File: src/rtl/stf_pkg.sv
package stf_pkg;
  localparam int MID_W  = 16;
  localparam int WORD_BITS = 32;

  // Fault descriptor: bit positions are visible to software
  typedef struct packed {
    logic [13:0]      rsvd;
    logic             cfg_ns;
    logic             nonsec;
    logic [MID_W-1:0] mid;
  } fault_info_t;
endpackage

File: src/rtl/stf_lookup.sv
module stf_lookup #(
  parameter int ADDR_W    = 32,
  parameter int BLK_SHIFT = 8,
  parameter int BLK_W     = 8,
  parameter int WORD_W    = 3
) (
  input  logic [ADDR_W-1:0]          addr_i,
  input  logic                       sec_i,
  input  logic                       sec_unspec_i,
  input  logic [stf_pkg::WORD_BITS-1:0] lut_word_i,
  output logic [WORD_W-1:0]          lut_idx_o,
  output logic                       cfg_ns_o,
  output logic                       nonsec_o,
  output logic                       permit_o
);
  logic [BLK_W-1:0] blk_num;
  logic [4:0]       bit_idx;
  logic             eff_sec;

  assign blk_num = addr_i[BLK_SHIFT +: BLK_W];

  generate
    if (BLK_W > 5) begin : g_multi
      assign lut_idx_o = blk_num[BLK_W-1:5];
      assign bit_idx   = blk_num[4:0];
    end else begin : g_single
      assign lut_idx_o = '0;
      assign bit_idx   = 5'(blk_num);
    end
  endgenerate

  // unspecified attribute counts as secure
  assign eff_sec  = sec_i | sec_unspec_i;
  assign nonsec_o = ~eff_sec;
  assign cfg_ns_o = lut_word_i[bit_idx];
  assign permit_o = cfg_ns_o ^ eff_sec;
endmodule

File: src/rtl/stf_fault.sv
module stf_fault #(
  parameter int ADDR_W = 32
) (
  input  logic                  clk_i,
  input  logic                  rst_ni,
  input  logic                  blk_i,
  input  logic [ADDR_W-1:0]     addr_i,
  input  stf_pkg::fault_info_t  info_i,
  input  logic                  clr_i,
  input  logic                  en_i,
  output logic                  stat_o,
  output logic                  irq_o,
  output logic [ADDR_W-1:0]     addr_o,
  output logic [31:0]           info_o
);
  logic                 stat_q;
  logic [ADDR_W-1:0]    addr_q;
  stf_pkg::fault_info_t info_q;

  always_ff @(posedge clk_i or negedge rst_ni) begin
    if (!rst_ni) begin
      stat_q <= 1'b0;
      addr_q <= '0;
      info_q <= '0;
    end else begin
      if (blk_i && !stat_q) begin
        addr_q <= addr_i;
        info_q <= info_i;
      end
      // a new denial outranks a clear in the same cycle
      if (blk_i)      stat_q <= 1'b1;
      else if (clr_i) stat_q <= 1'b0;
    end
  end

  assign stat_o = stat_q;
  assign irq_o  = stat_q & en_i;
  assign addr_o = addr_q;
  assign info_o = info_q;


  stat_set_chk: assert property (@(posedge clk_i) disable iff (!rst_ni)
    blk_i |=> stat_o);

  stat_hold_chk: assert property (@(posedge clk_i) disable iff (!rst_ni)
    stat_o && !clr_i |=> stat_o);

  info_cap_chk: assert property (@(posedge clk_i) disable iff (!rst_ni)
    blk_i && !stat_o |=> (addr_o == $past(addr_i)) && (info_o == $past(info_i)));

  info_keep_chk: assert property (@(posedge clk_i) disable iff (!rst_ni)
    stat_o |=> $stable(addr_o) && $stable(info_o));
endmodule

File: src/rtl/stf_resp.sv
module stf_resp #(
  parameter int DATA_W = 32
) (
  input  logic              clk_i,
  input  logic              rst_ni,
  input  logic              acc_i,
  input  logic              blocked_i,
  input  logic              write_i,
  input  logic              sec_resp_i,
  input  logic [DATA_W-1:0] dn_rdata_i,
  output logic              rvalid_o,
  output logic              err_o,
  output logic [DATA_W-1:0] rdata_o
);
  logic vld_q, blk_q, wr_q, err_q;

  always_ff @(posedge clk_i or negedge rst_ni) begin
    if (!rst_ni) begin
      vld_q <= 1'b0;
      blk_q <= 1'b0;
      wr_q  <= 1'b0;
      err_q <= 1'b0;
    end else begin
      vld_q <= acc_i;
      blk_q <= acc_i & blocked_i;
      wr_q  <= acc_i & write_i;
      err_q <= acc_i & blocked_i & sec_resp_i;
    end
  end

  assign rvalid_o = vld_q;
  assign err_o    = err_q;
  assign rdata_o  = (vld_q && !blk_q && !wr_q) ? dn_rdata_i : '0;


  rsp_next_chk: assert property (@(posedge clk_i) disable iff (!rst_ni)
    acc_i |=> rvalid_o);

  rsp_none_chk: assert property (@(posedge clk_i) disable iff (!rst_ni)
    !acc_i |=> !rvalid_o);

  blk_rsp_chk: assert property (@(posedge clk_i) disable iff (!rst_ni)
    acc_i && blocked_i |=> (rdata_o == '0) && (err_o == $past(sec_resp_i)));

  ok_rsp_chk: assert property (@(posedge clk_i) disable iff (!rst_ni)
    acc_i && !blocked_i |=> !err_o);
endmodule

File: src/rtl/secure_xact_filter.sv
module secure_xact_filter #(
  parameter int ADDR_W       = 32,
  parameter int DATA_W       = 32,
  parameter int BLK_BYTES    = 256,
  parameter int REGION_BYTES = 65536,
  localparam int BLK_SHIFT   = $clog2(BLK_BYTES),
  localparam int NUM_BLKS    = REGION_BYTES / BLK_BYTES,
  localparam int BLK_W       = (NUM_BLKS > 1) ? $clog2(NUM_BLKS) : 1,
  localparam int NUM_WORDS   = (NUM_BLKS + 31) / 32,
  localparam int WORD_W      = (NUM_WORDS > 1) ? $clog2(NUM_WORDS) : 1
) (
  input  logic                      clk_i,
  input  logic                      rst_ni,
  input  logic                      up_req_i,
  input  logic                      up_write_i,
  input  logic [ADDR_W-1:0]         up_addr_i,
  input  logic [DATA_W-1:0]         up_wdata_i,
  input  logic                      up_sec_i,
  input  logic                      up_sec_unspec_i,
  input  logic [stf_pkg::MID_W-1:0] up_mid_i,
  output logic                      up_rvalid_o,
  output logic                      up_err_o,
  output logic [DATA_W-1:0]         up_rdata_o,
  output logic                      dn_req_o,
  output logic                      dn_write_o,
  output logic [ADDR_W-1:0]         dn_addr_o,
  output logic [DATA_W-1:0]         dn_wdata_o,
  output logic                      dn_sec_o,
  output logic [stf_pkg::MID_W-1:0] dn_mid_o,
  input  logic [DATA_W-1:0]         dn_rdata_i,
  output logic [WORD_W-1:0]         lut_idx_o,
  input  logic [31:0]               lut_word_i,
  input  logic                      sec_resp_i,
  input  logic                      irq_en_i,
  input  logic                      irq_clr_i,
  output logic                      irq_o,
  output logic                      fault_stat_o,
  output logic [ADDR_W-1:0]         fault_addr_o,
  output logic [31:0]               fault_info_o
);
  logic                 cfg_ns, nonsec, permit, blocked;
  stf_pkg::fault_info_t info_d;

  stf_lookup #(
    .ADDR_W(ADDR_W), .BLK_SHIFT(BLK_SHIFT), .BLK_W(BLK_W), .WORD_W(WORD_W)
  ) i_lookup (
    .addr_i      (up_addr_i),
    .sec_i       (up_sec_i),
    .sec_unspec_i(up_sec_unspec_i),
    .lut_word_i  (lut_word_i),
    .lut_idx_o   (lut_idx_o),
    .cfg_ns_o    (cfg_ns),
    .nonsec_o    (nonsec),
    .permit_o    (permit)
  );

  assign blocked    = up_req_i & ~permit;
  assign dn_req_o   = up_req_i & permit;
  assign dn_write_o = up_write_i;
  assign dn_addr_o  = up_addr_i;
  assign dn_wdata_o = up_wdata_i;
  assign dn_sec_o   = up_sec_i;
  assign dn_mid_o   = up_mid_i;

  always_comb begin
    info_d        = '0;
    info_d.mid    = up_mid_i;
    info_d.nonsec = nonsec;
    info_d.cfg_ns = cfg_ns;
  end

  stf_fault #(.ADDR_W(ADDR_W)) i_fault (
    .clk_i (clk_i),
    .rst_ni(rst_ni),
    .blk_i (blocked),
    .addr_i(up_addr_i),
    .info_i(info_d),
    .clr_i (irq_clr_i),
    .en_i  (irq_en_i),
    .stat_o(fault_stat_o),
    .irq_o (irq_o),
    .addr_o(fault_addr_o),
    .info_o(fault_info_o)
  );

  stf_resp #(.DATA_W(DATA_W)) i_resp (
    .clk_i     (clk_i),
    .rst_ni    (rst_ni),
    .acc_i     (up_req_i),
    .blocked_i (~permit),
    .write_i   (up_write_i),
    .sec_resp_i(sec_resp_i),
    .dn_rdata_i(dn_rdata_i),
    .rvalid_o  (up_rvalid_o),
    .err_o     (up_err_o),
    .rdata_o   (up_rdata_o)
  );


  irq_gate_chk: assert property (@(posedge clk_i) disable iff (!rst_ni)
    irq_o |-> fault_stat_o && irq_en_i);

  dn_src_chk: assert property (@(posedge clk_i) disable iff (!rst_ni)
    dn_req_o |-> up_req_i);
endmodule

File: config.mk
export PLATFORM = sky130hd
export DESIGN_NAME = secure_xact_filter
export DESIGN_NICKNAME = d
export VERILOG_FILES = /design/src/rtl/stf_pkg.sv /design/src/rtl/stf_lookup.sv /design/src/rtl/stf_fault.sv /design/src/rtl/stf_resp.sv /design/src/rtl/secure_xact_filter.sv
export SDC_FILE = /design/constraint.sdc
export NUM_CORES = 1
export LEC_CHECK = 0
export BUFFER_PORTS_ARGS = -buffer_cell sky130_fd_sc_hd__buf_2
export CAP_MARGIN = 0
export CORE_AREA = 2 2 130 132
export CTS_CLUSTER_DIAMETER = 150
export DETAILED_ROUTE_END_ITERATION = 8
export DIE_AREA = 0 0 132 134
export PLACE_DENSITY_LB_ADDON = 0.3
export SETUP_SLACK_MARGIN = 0.5
export SYNTH_ARGS = -nofsm -noshare
export SYNTH_HDL_FRONTEND = slang
export SYNTH_SLANG_ARGS = --single-unit
File: constraint.sdc
create_clock -name clk_i -period 1.8 [get_ports clk_i]
set_input_delay 0.18 -clock clk_i [delete_from_list [all_inputs] [get_ports clk_i]]
set_output_delay 0.18 -clock clk_i [all_outputs]
set_load 0.05 [all_outputs]
==> impl_metrics.toml <==
[logic_synthesis]
synth_commonest_cells = "buf_4, dfrtp_1, and2_1"
netlist_instances = 306
synth-seq-cells = 55
synth_cell_types = 29
synth_top_family_by_area = "buffers and inverters"
yosysTopAreaCell = "dfrtp_1"
synthArstFlopShare = 1.00
yosys-top-cells-area = "dfrtp_1, buf_4, mux2_2, mux2_4, and2_1"
ys_seq_area_frac = 0.397
synth_edf_count = 0
yosysMostFrequentCell = "buf_4"
synth-compound-area-share = 0.0372
synthMuxAreaShare = 0.227
synth_xor_area_frac = 0.00253
synthesis.area_mm2 = 0.00346
synthSimpleGateAreaFrac = 0.0968
synth.avg_cell_area_um2 = 11.3
ys.flop_type = "dfrtp_1"
synth_fa_ha_area_frac = 0
yosysTopAreaCellShare = 0.397
yosys_warnings = 0

[final_layout]
nets = 672
n_antenna_cell = 0
fill_cells = 1680
final_core_util = 0.352
syn_to_final_growth_pct = 65.5
drive_gt1_frac = 0.792

[pwr]
power_density_mw_per_mm2 = 1290
swShare = 0.486
p_int_mw = 3.81
p_leak_nw = 3.06
p_sw_mw = 3.60
seq_power_share = 0.265
finalPower_mw = 7.40
p_clk_frac = 0.138
ir_drop_mv = 0.679
combPwrFrac = 0.597

[sta]
max_freq_ghz = 0.524
setup_viol = 49
maxSlewViolCount = 0
fin_skew_ps = 11.5
period_needed_ps = 1910
hold_ws_ps = 71.4
worst_slack_ps = -108
fin_crit_sh = 1.06
rsz0062_at_grt = "true"
timing_hold_violations_final = 0

[grt]
grt_util_met1 = 0.126
grt_max_degree = 23
track_usage = 0.129
grt_pass1_wl_um = 17700
met2_usage = 0.254
top_usage_layer = "met2"
antenna_found_initial = 0
grt_pass1_vias = 3122
grt-ovfl-total = 0
grtUsageMet3 = 0.0397

[outcome]
status = "finished, violations left"
violations = "negative setup slack"

[die]
die_h_um = 134
num_io_pins = 339
initial_core_util = 0.213
die_w_um = 132
core-area_mm2 = 0.0163
die-area_mm2 = 0.0177
num_rows = 47

[route]
drt_iter0_markers = 36
wl_per_cell_um = 16.0
wl_um = 11900
via_per_inst = 3.95
first_pass_iters = 4
route.detailed.drc = 0
num_vias = 2926
antenna_left = 0

[worst_setup_path]
cp_max_fo = 5
required_ps = 1990
worst_r2r_path_depth = 7
critical_path_arrival_ps = 2090
crit_path_start = "up_addr_i[9]"
worstSetupEndpointType = "register"
critical_path_class = "in -> reg"
rr_endpoint = "i_fault.addr_o[20]"
reg2reg_slack_ps = 40
start_kind = "primary input"
rr_startpoint = "i_fault.stat_o"

[clocking]
clk_latency_ps = 300
root_buffer = "clkbuf_16"
htree_num_levels = 2
cts_tree = "built"
cts_max_path_buffers = 2
cts_buffers = 5
cts.clk_slew.worst_paths_ps = 70
cts_sinks = 55

[hold_path]
hold_path.class = "in -> reg"
min_from = "up_req_i"
hold_path_end = "i_resp.rvalid_o"
whs_path_depth = 1

[place]
place_hpwl_um = 8660
io_buffer_count = 260
place.gp.congestion = 0.794

[run]
cap_violations = 0
[cell usage in the layout, fill, tap and decap left out, drive strengths merged]
master and n:
buf 300, dfrtp 55, mux2 48, and2 36, mux2i 17, conb 14, nand2 7, clkbuf 6
a21oi 5, nor2b 4, a22oi 4, nand2b 3, nor2 3, nand3 2, inv 2, nor3b 1
a211oi 1, a311oi 1, xnor2 1, and3 1, nor3 1, o21ai 1, o31ai 1, o21ba 1
o2bb2ai 1, a22o 1, clkinvlp 1, clkinv 1, dlygate4sd3 1
[cells by family (layout without fill, tap and decap cells)]
logic type | after synthesis | count (layout)
buf+inv | 110 | 311
flops | 55 | 55
mux | 65 | 65
xor+xnor | 1 | 1
simple gates | 58 | 58
compound gates | 16 | 16
other cells | 1 | 14
[metrics by stage]
step	cells	setup TNS, ps	cell area (um^2)	setup slack [ps]
detailed placement	708	-37140	4540	-760
global placement	708	-34250	4540	-697
finish	740	-4190	5730	-108
global route	740	-8710	5730	-196
floorplan	319	-19720	3660	-445
CTS	739	-4820	5680	-128
[layer usage]
metal / wire length (um) / vias to the layer above
li1: - / 1328
met1: 3950 / 1403
met2: 6630 / 179
met3: 1000 / 16
met4: 278 / 0
met5: 0 / -
[repair_timing]
item / CTS / global route
gates resized for setup: 169 / 6
setup endpoints to repair: 87 / 87
gates cloned: 10 / 1
setup buffers: 12 / 0
hold endpoints to repair: 16 / 0
pin swaps: 16 / 2
hold buffers: 1 / 0
[layout make-up]
cell class,instances,area (um^2),area share
timing repair buffer,302,2330,0.406
multi-input combinational,154,1600,0.278
sequential,55,1380,0.240
clock buffer,5,125,0.0218
tap,220,275,0.0480
clock inverter,3,27.5,0.00480
inverter,1,3.75,0.000655
[power groups by stage]
stage               logic, mW  registers, mW  clock network, mW
global route             4.58           2.02               1.14
floorplan                1.59           3.58                  0
detailed placement       3.86           1.96                  0
finish                   4.42           1.96               1.02
CTS                      4.43           1.96               1.10
global placement         3.83           1.96                  0
[state kept, by name, summed over array words and instances (netlist names)]
| name | flops |
|---|---|
| i_fault.stat_o | 1 |
| i_resp.wr_q | 1 |
| i_resp.err_o | 1 |
| i_fault.info_o | 18 |
| i_resp.rvalid_o | 1 |
| i_fault.addr_o | 32 |
| i_resp.blk_q | 1 |
[critical path, cell delays in order]
cell and delay, ps:
buf_16 100, mux2i_2 220, a211oi_2 100, nand2_2 80
a21oi_2 50, a311oi_4 280, buf_4 170, mux2i_4 230
buf_6 150, buf_12 110, buf_16 120, mux2_4 290
[worst max-delay path by stage]
stage                              end  slack [ps]  depth (start not counted)
floorplan           i_fault.addr_o[10]        -440                         11
global placement     i_fault.info_o[9]        -700                          9
detailed placement  i_fault.addr_o[29]        -760                          9
CTS                 i_fault.addr_o[21]        -130                         13
global route        i_fault.addr_o[20]        -200                         12
finish              i_fault.addr_o[20]        -110                         12
Power figures use the tool's default switching activity.
